==> src/rtl/nrz_rx_pkg.sv <==
package nrz_rx_pkg;

  typedef struct packed {
    logic       ferr;
    logic       bit9;
    logic [7:0] data;
  } rx_word_t;

  typedef enum logic [1:0] {
    ST_IDLE,
    ST_START,
    ST_DATA,
    ST_STOP
  } rx_state_e;

  function automatic logic vote3(input logic a, input logic b, input logic c);
    return (a & b) | (a & c) | (b & c);
  endfunction

endpackage

==> src/rtl/nrz_rx_sampler.sv <==
module nrz_rx_sampler
  import nrz_rx_pkg::*;
#(
  parameter int OSR    = 16,
  parameter int DATA_W = 8
) (
  input  logic     clk,
  input  logic     rst,
  input  logic     enable,
  input  logic     nine_bit,
  input  logic     tick,
  input  logic     line_in,
  output logic     done_o,
  output rx_word_t word_o
);

  localparam int CW = $clog2(OSR);
  localparam int BW = $clog2(DATA_W + 1);
  localparam logic [CW-1:0] S_MID  = CW'(OSR / 2 - 1);
  localparam logic [CW-1:0] S_PRE  = CW'(OSR / 2 - 2);
  localparam logic [CW-1:0] S_POST = CW'(OSR / 2);
  localparam logic [CW-1:0] S_LAST = CW'(OSR - 1);
  localparam logic [BW-1:0] B_NINE = BW'(DATA_W);
  localparam logic [BW-1:0] B_EIGHT = BW'(DATA_W - 1);

  logic [1:0]      sync_q;
  logic            line;
  rx_state_e       state_q;
  logic [CW-1:0]   tcnt_q;
  logic [CW-1:0]   tnext;
  logic [BW-1:0]   bcnt_q;
  logic [DATA_W:0] sr_q;
  logic            nine_q;
  logic            armed_q;
  logic            v0_q, v1_q;
  logic            maj;

  assign line  = sync_q[1];
  assign tnext = (tcnt_q == S_LAST) ? '0 : tcnt_q + 1'b1;
  assign maj   = vote3(v0_q, v1_q, line);

  always_ff @(posedge clk) begin
    if (rst) sync_q <= 2'b11;
    else     sync_q <= {sync_q[0], line_in};
  end

  always_ff @(posedge clk) begin
    if (rst || !enable) begin
      state_q <= ST_IDLE;
      tcnt_q  <= '0;
      bcnt_q  <= '0;
      sr_q    <= '0;
      nine_q  <= 1'b0;
      armed_q <= 1'b0;
      v0_q    <= 1'b0;
      v1_q    <= 1'b0;
      done_o  <= 1'b0;
      word_o  <= '0;
    end else begin
      done_o <= 1'b0;
      if (tick) begin
        if (state_q == ST_IDLE) begin
          if (line) begin
            armed_q <= 1'b1;
          end else if (armed_q) begin
            state_q <= ST_START;
            tcnt_q  <= '0;
            bcnt_q  <= '0;
            sr_q    <= '0;
            nine_q  <= nine_bit;
          end
        end else begin
          tcnt_q <= tnext;
          if (tnext == S_PRE) v0_q <= line;
          if (tnext == S_MID) v1_q <= line;
          case (state_q)
            ST_START: begin
              if (tnext == S_MID && line)  state_q <= ST_IDLE;
              else if (tnext == S_LAST)    state_q <= ST_DATA;
            end
            ST_DATA: begin
              if (tnext == S_POST) sr_q[bcnt_q] <= maj;
              if (tnext == S_LAST) begin
                if (bcnt_q == (nine_q ? B_NINE : B_EIGHT)) state_q <= ST_STOP;
                else bcnt_q <= bcnt_q + 1'b1;
              end
            end
            ST_STOP: begin
              if (tnext == S_POST) begin
                done_o       <= 1'b1;
                word_o.data  <= sr_q[7:0];
                word_o.bit9  <= nine_q & sr_q[DATA_W];
                word_o.ferr  <= ~maj;
                armed_q      <= 1'b0;
                state_q      <= ST_IDLE;
              end
            end
            default: state_q <= ST_IDLE;
          endcase
        end
      end
    end
  end

endmodule

==> src/rtl/nrz_rx_wordbuf.sv <==
module nrz_rx_wordbuf
  import nrz_rx_pkg::*;
#(
  parameter int DEPTH = 2
) (
  input  logic     clk,
  input  logic     rst,
  input  logic     enable,
  input  logic     push_i,
  input  rx_word_t word_i,
  input  logic     pop_i,
  output rx_word_t head_o,
  output logic     not_empty_o,
  output logic     overrun_o
);

  localparam int PW = (DEPTH > 1) ? $clog2(DEPTH) : 1;
  localparam int NW = $clog2(DEPTH + 1);
  localparam logic [PW-1:0] P_LAST = PW'(DEPTH - 1);
  localparam logic [NW-1:0] N_FULL = NW'(DEPTH);

  rx_word_t      mem [DEPTH];
  logic [PW-1:0] wr_q, rd_q;
  logic [NW-1:0] cnt_q, cnt_n;
  logic          do_pop, do_push, room;

  assign do_pop  = pop_i && (cnt_q != '0);
  assign room    = (cnt_q != N_FULL) || do_pop;
  assign do_push = enable && push_i && !overrun_o && room;

  always_comb begin
    cnt_n = cnt_q;
    if (do_push && !do_pop)      cnt_n = cnt_q + 1'b1;
    else if (!do_push && do_pop) cnt_n = cnt_q - 1'b1;
  end

  always_ff @(posedge clk) begin
    if (do_push && !rst) mem[wr_q] <= word_i;
  end

  always_ff @(posedge clk) begin
    if (rst || !enable) begin
      wr_q        <= '0;
      rd_q        <= '0;
      cnt_q       <= '0;
      not_empty_o <= 1'b0;
      overrun_o   <= 1'b0;
    end else begin
      cnt_q       <= cnt_n;
      not_empty_o <= (cnt_n != '0);
      if (do_push) wr_q <= (wr_q == P_LAST) ? '0 : wr_q + 1'b1;
      if (do_pop)  rd_q <= (rd_q == P_LAST) ? '0 : rd_q + 1'b1;
      if (push_i && !overrun_o && !room) overrun_o <= 1'b1;
    end
  end

  assign head_o = mem[rd_q];

endmodule

==> src/rtl/nrz_rx_core.sv <==
module nrz_rx_core
  import nrz_rx_pkg::*;
#(
  parameter int OSR    = 16,
  parameter int DATA_W = 8,
  parameter int DEPTH  = 2
) (
  input  logic       clk,
  input  logic       rst,
  input  logic       rx_line_i,
  input  logic       rx_enable_i,
  input  logic       nine_bit_i,
  input  logic       tick16_i,
  input  logic       pop_i,
  output logic [7:0] rd_data_o,
  output logic       rd_bit9_o,
  output logic       rd_ferr_o,
  output logic       not_empty_o,
  output logic       overrun_o
);

  logic     frm_done;
  rx_word_t frm_word;
  rx_word_t head;

  nrz_rx_sampler #(.OSR(OSR), .DATA_W(DATA_W)) u_sampler (
    .clk      (clk),
    .rst      (rst),
    .enable   (rx_enable_i),
    .nine_bit (nine_bit_i),
    .tick     (tick16_i),
    .line_in  (rx_line_i),
    .done_o   (frm_done),
    .word_o   (frm_word)
  );

  nrz_rx_wordbuf #(.DEPTH(DEPTH)) u_buf (
    .clk         (clk),
    .rst         (rst),
    .enable      (rx_enable_i),
    .push_i      (frm_done),
    .word_i      (frm_word),
    .pop_i       (pop_i),
    .head_o      (head),
    .not_empty_o (not_empty_o),
    .overrun_o   (overrun_o)
  );

  assign rd_data_o = head.data;
  assign rd_bit9_o = head.bit9;
  assign rd_ferr_o = head.ferr;

endmodule

==> config.mk <==
export PLATFORM = sky130hd
export DESIGN_NAME = nrz_rx_core
export DESIGN_NICKNAME = d
export VERILOG_FILES = /design/src/rtl/nrz_rx_pkg.sv /design/src/rtl/nrz_rx_sampler.sv /design/src/rtl/nrz_rx_wordbuf.sv /design/src/rtl/nrz_rx_core.sv
export SDC_FILE = /design/constraint.sdc
export NUM_CORES = 1
export LEC_CHECK = 0
export CORE_ASPECT_RATIO = 0.7
export CORE_UTILIZATION = 40
export CTS_CLUSTER_SIZE = 10
export DETAILED_ROUTE_END_ITERATION = 12
export DONT_BUFFER_PORTS = 1
export GPL_ROUTABILITY_DRIVEN = 0
export PLACE_DENSITY = 0.65
export SYNTH_ARGS = -nofsm -noshare
export SYNTH_HDL_FRONTEND = slang
export SYNTH_HIERARCHICAL = 1
export SYNTH_SLANG_ARGS = --single-unit
==> constraint.sdc <==
create_clock -name clk -period 3.1 [get_ports clk]
set_input_delay 0.465 -clock clk [delete_from_list [all_inputs] [get_ports clk]]
set_output_delay 0.465 -clock clk [all_outputs]
set_load 0.02 [all_outputs]
# Word level (Yosys, flattened, before mapping)
# Memories as Yosys holds them, arrays and structs flattened. A register that Yosys moved wholly into a read port is not among the register bits.
# Index checks and enable logic that the tools add are counted.
# word_totals
ramBits	20
reg_bits	42
in_bits	7
n_memories	1
output_inout_bits	12
wordCells	131
# mem_list
memory	words	width	read_ports	rd_clocked_by_memory_dff	wr	line_no	rtl
u_buf.mem	2	10	1	1	1	nrz_rx_wordbuf.sv:22	rx_word_t mem [DEPTH];
# op_classes
n_bitwise	11
magnitude_cmp	2
muxes	39
eq_ne	18
addsub	6
n_reduce_logical	36
# op_table
op	count
2-to-1 mux 9 bit	5
2-to-1 mux 4 bit	9
2-to-1 mux 2 bit	10
equality test 4 bit (second input constant)	3
2-to-1 mux 1 bit	12
AND reduction 4 bit	3
nonzero test 2 bit	6
logical AND 1 bit	11
bitwise mux 9 bit	1
!= test 3 x 1 -> 1 bit (second input constant)	3
AND reduction 3 bit	3
adder 4 x 1 -> 4 bit (second input constant)	2
equality test 4 x 3 -> 1 bit (second input constant)	2
AND reduction 7 bit	1
logical NOT 1 bit	6
!= test 2 x 1 -> 1 bit (second input constant)	3
one-hot mux 2 bit (3 select lines)	1
AND reduction 6 bit	1
< comparator 4 x 5 -> 1 bit (second input constant)	1
inverter 1 bit	5
AND reduction 5 bit	1
AND 1 bit	4
demux 1 bit (select 4 bit)	1
equality test 2 bit (second input constant)	2
other kinds (12)	16

# Longest topological paths before layout
# logic_depth
depth_word	9
ltp_mapped	8
depth_no_buf	7

# Modules after synthesis
# The synthesis kept the hierarchy.
# modules_own_cells
mod	cells_per_inst	area_each_um2	instances	seq_area_each_um2
nrz_rx_sampler	204	1858.0	1	720.7
nrz_rx_wordbuf	70	1103.6	1	740.7

# Least setup slack after synthesis
# OpenSTA, ideal clock, no wires.
# synth_timing
kind	reg-to-reg
start	register u_buf.cnt_q[0]
end	memory u_buf/mem[1][0] in the netlist's numbering (enable)
stages_incl_launch_ff	6
period_less_slack_ps	2270
setup_time_ps	392
setup_slack_ps	830
path_buffers	0
arrival_ps	1877
required_time_ps	2708
cell_sequence	dfxtp_1 -> inv_1 -> ha_1 -> nand2b_1 -> a21o_2 -> nor3b_1
# synth_via
elab_chain_len	7
elab_cells_between_ends	8
classes_between	1 x eq/ne; 2 x mux; 5 x reduce/logical
# synth_lines
item	line_no	rtl
start: declaration	nrz_rx_wordbuf.sv:24	logic [NW-1:0] cnt_q, cnt_n;
start signal: assignment	nrz_rx_wordbuf.sv:49	cnt_q <= cnt_n;
nonzero test 2 bit	nrz_rx_wordbuf.sv:27	assign do_pop = pop_i && (cnt_q != '0);
logical AND 1 bit	nrz_rx_wordbuf.sv:27	
logical OR 1 bit (*)	nrz_rx_wordbuf.sv:28	assign room = (cnt_q != N_FULL) || do_pop;
logical AND 1 bit (*)	nrz_rx_wordbuf.sv:29	assign do_push = enable && push_i && !overrun_o && room;
logical AND 1 bit (*)	nrz_rx_wordbuf.sv:38	if (do_push && !rst) mem[wr_q] <= word_i;
2-to-1 mux 1 bit (*)	nrz_rx_wordbuf.sv:38	
2-to-1 mux 1 bit (implied by the code) (*)	nrz_rx_wordbuf.sv:38	
end: declaration	nrz_rx_wordbuf.sv:22	
# Every way passes the cells marked *; elsewhere a longest branch is shown, timed or not.

# Worst setup path after layout
# layout_timing
start	register u_sampler.tcnt_q[1]
end	register u_sampler.state_q[0]
# layout_via
elab_chain_len	7
elab_cells_between_ends	14
classes_between	1 x add/sub; 7 x eq/ne; 4 x mux; 2 x reduce/logical
# layout_lines
item	line_no	rtl
start: declaration	nrz_rx_sampler.sv:29	logic [CW-1:0] tcnt_q;
start signal: assignment	nrz_rx_sampler.sv:73	tcnt_q <= tnext;
adder 4 x 1 -> 4 bit / equality test 4 bit (equally long branches)	nrz_rx_sampler.sv:39	assign tnext = (tcnt_q == S_LAST) ? '0 : tcnt_q + 1'b1;
2-to-1 mux 4 bit (*)	nrz_rx_sampler.sv:39	
equality test 4 x 3 -> 1 bit	nrz_rx_sampler.sv:78	if (tnext == S_MID && line) state_q <= ST_IDLE;
logical AND 1 bit	nrz_rx_sampler.sv:78	
2-to-1 mux 2 bit	nrz_rx_sampler.sv:78	
one-hot mux 2 bit (3 select lines)	nrz_rx_sampler.sv:76	case (state_q)
2-to-1 mux 2 bit	nrz_rx_sampler.sv:62	if (state_q == ST_IDLE) begin
end signal: assignment	nrz_rx_sampler.sv:66	state_q <= ST_START;
end signal: assignment	nrz_rx_sampler.sv:78	
end signal: assignment	nrz_rx_sampler.sv:79	else if (tnext == S_LAST) state_q <= ST_DATA;
end: declaration	nrz_rx_sampler.sv:28	rx_state_e state_q;
# Marked as above.
# A chain may end at the register's enable or synchronous reset.

==> results.ini <==
[finish]
final_util_pct = 47.1
fin_nets = 302
final_layout_size_suffix_gt1_share_pct = 17.1
fillers = 652
syn2layout_area_growth_pct = 10.5
diodes = 0

[sta]
max_slew_margin_pct = 69.6
finalHoldViolations = 0
fin_worst_skew_ps = 7.93
setup_viol = 0
final_max_slew_viol_count = 0
fin_setup_tns_ps = 0
post-route-period-util_pct = 66.6
min_period_ps = 2070
fmax_ghz = 0.484
rsz0062_at_grt = false
worst_slew_pin_slew_ps = 453

[worst_setup_path]
path_cells = ha_1 -> xor2_1 -> a41oi_1 -> nand3_1 -> a31o_1 -> a211oi_1
cp_num_buf_inv = 0
critPathKind = register to register
crit_path_top_delay_cell = dfxtp_1
end_kind = register
cp_top_family = compound AO/OA/AOI/OAI gates
worstSetupStartpointType = register
critPathMaxFanout = 11
arrival_ps = 2310
cp_data_required_time_ps = 3340
critPathMaxStageDelay_ps = 500

[route]
drt_wl_total_um = 5510
drc = 0
firstDrtPassIters = 4
num_vias = 1971
drt_iter0_drc = 129
avgRoutedWirePerCell_um = 14.5
antenna_left = 0
via_per_inst = 5.17

[clock_network]
clk_pin_slew_worst_paths_ps = 70
root_buffer = clkbuf_8
clk_latency_ps = 340
ctsResizeCount = 0
cts_tree = done
hold_buffers = 0
cts_buffers = 9
cts_buffer_depth = 2
htreeDepth = 3
clock_sinks = 63
cts_setup_buffers = 0

[power_and_ir_drop]
power_leakage_nw = 1.30
ir_drop_v = 0.000157
p_per_area_nw_per_um2 = 478

[run_status]
status = finished, final reports clean

[die]
initial_core_util_pct = 42.6
fp.dieH_um = 74.0
boundaryPins = 19
core_area_um2 = 6940
rows = 25
die_w_um = 105
die-area_um2 = 7760

[global_route]
grt_overflow_total = 0
grt_max_degree = 23
grt_pass1_vias = 1848
grt_usage_pct = 15.4
grt_antenna_before_repair = 0
grt_pass1_wl_um = 9090

[logic_synthesis]
synth_top_area_cell = dfxtp_1
synth_area_per_cell_um2 = 10.8
synth_area_um2 = 2960
yosysWarningCount = 6
syn_inst = 274
async_flop_share_pct = 0
synth_edf_count = 20
synth_seq_cells = 63
synthesis.nets = 294
dominantRegCellSynth = dfxtp_1
ys_seq_area_share_pct = 49.3
yosys-top-cells-area = dfxtp_1 (29%), edfxtp_1 (20%), mux2i_1 (7.4%)
synth.top_cell.area_share_pct = 29.1
synth_cell_types = 60

[placement]
io_buffer_count = 0
hpwl_um = 3880

[worst_hold_path]
min_path_type = primary input to register

[job]
drv_cap = 0

metrics by stage:
| step | cells | hold slack [ps] | total power, W | cell area [um^2] | worst slack, ps |
|---|---|---|---|---|---|
| after floorplan | 274 | 389 | 0.000881 | 2960 | 830 |
| after global placement | 365 | 391 | 0.000887 | 3080 | 1160 |
| after detailed placement | 365 | 398 | 0.000887 | 3080 | 1120 |
| after CTS | 381 | 215 | 0.00158 | 3270 | 1100 |
| after global routing | 381 | 209 | 0.00162 | 3270 | 878 |
| final | 381 | 226 | 0.00156 | 3270 | 1030 |
synth_stat cells, types with 2 or more instances:
cell type	n
dfxtp_1	43
nand3_1	11
nand3b_1	3
mux2i_1	22
xor2_1	2
nand2b_1	8
nor3_1	4
ha_1	13
o21ai_0	3
and3b_1	3
edfxtp_1	20
mux2_2	10
a31oi_1	2
nor2_1	27
a21oi_1	12
clkbuf_1	3
a211oi_1	2
nand4b_1	2
or2_2	2
buf_2	4
nand2_1	24
nand4_1	3
inv_1	11
nor2b_1	4
where the power goes:
part	switching (W)	leakage [nW]	internal [W]
Combinational	0.0000129	0.624	0.00000723
Clock	0.000325	0.0916	0.000370
Sequential	0.00000188	0.580	0.000847
Total	0.000339	1.30	0.00122
sequential cells by signal (all words and copies together) (netlist names), 2 cells and up, named ones only:
name               flops
u_buf/mem             20
u_sampler/word_o      10
u_sampler/state_q      2
u_sampler/bcnt_q       4
u_sampler/tcnt_q       4
u_sampler/sr_q         9
u_buf/cnt_q            2
u_sampler/sync_q       2
cells by family after synthesis:
group	Yosys count	share of synthesized area, %
DFF	63	49.3
AOI/OAI and AO/OA	38	9.59
adders and majority gates	14	5.83
and+or+nand+nor	104	19.9
xor gates and xnor gates	3	0.887
muxes	33	11.7
buffers and inverters	19	2.70
per-layer routing:
layer	track usage [%]	vias to the layer above	routed length [um]
li1	-	997	-
met1	20.7	921	2760
met2	23.4	48	2370
met3	5.35	5	334
met4	5.48	0	40
met5	0	-	0
final timing paths:
kind,startpoint,end,slack [ps],cells after the start
hold / removal,rx_line_i,u_sampler/sync_q[0],230,1
hold reg to reg,u_sampler/sync_q[0],u_sampler/sync_q[1],410,1
setup / recovery,u_sampler/tcnt_q[1],u_sampler/state_q[0],1030,6
setup reg to reg,u_sampler/tcnt_q[1],u_sampler/state_q[0],1030,6
cells in the final DEF (no fill, tap or decap), drive strengths merged, types with 3 or more instances in the layout:
master,count
a211oi,4
a21oi,12
and3b,4
buf,5
clkbuf,9
clkinvlp,3
dfxtp,43
edfxtp,20
ha,13
inv,12
mux2,11
mux2i,22
nand2,24
nand2b,8
nand3,11
nand3b,4
nand4,3
nor2,27
nor2b,5
nor3,5
o21ai,5
worst reg2reg max path, cell delays in order, from the launching register on:
cell      delay (ps)
dfxtp_1          500
ha_1             460
xor2_1           130
a41oi_1          250
nand3_1          200
a31o_1           230
a211oi_1         200
final cells by class:
class / instances / area (um^2) / share of cell area, %
sequential: 63 / 1460 / 44.6
multi-input combinational: 192 / 1420 / 43.4
clock buffer: 9 / 124 / 3.78
tap: 94 / 118 / 3.59
clock inverter: 7 / 71.3 / 2.18
inverter: 11 / 41.3 / 1.26
timing repair buffer: 5 / 37.5 / 1.15
Note: power is estimated with default switching activity, not from simulation.
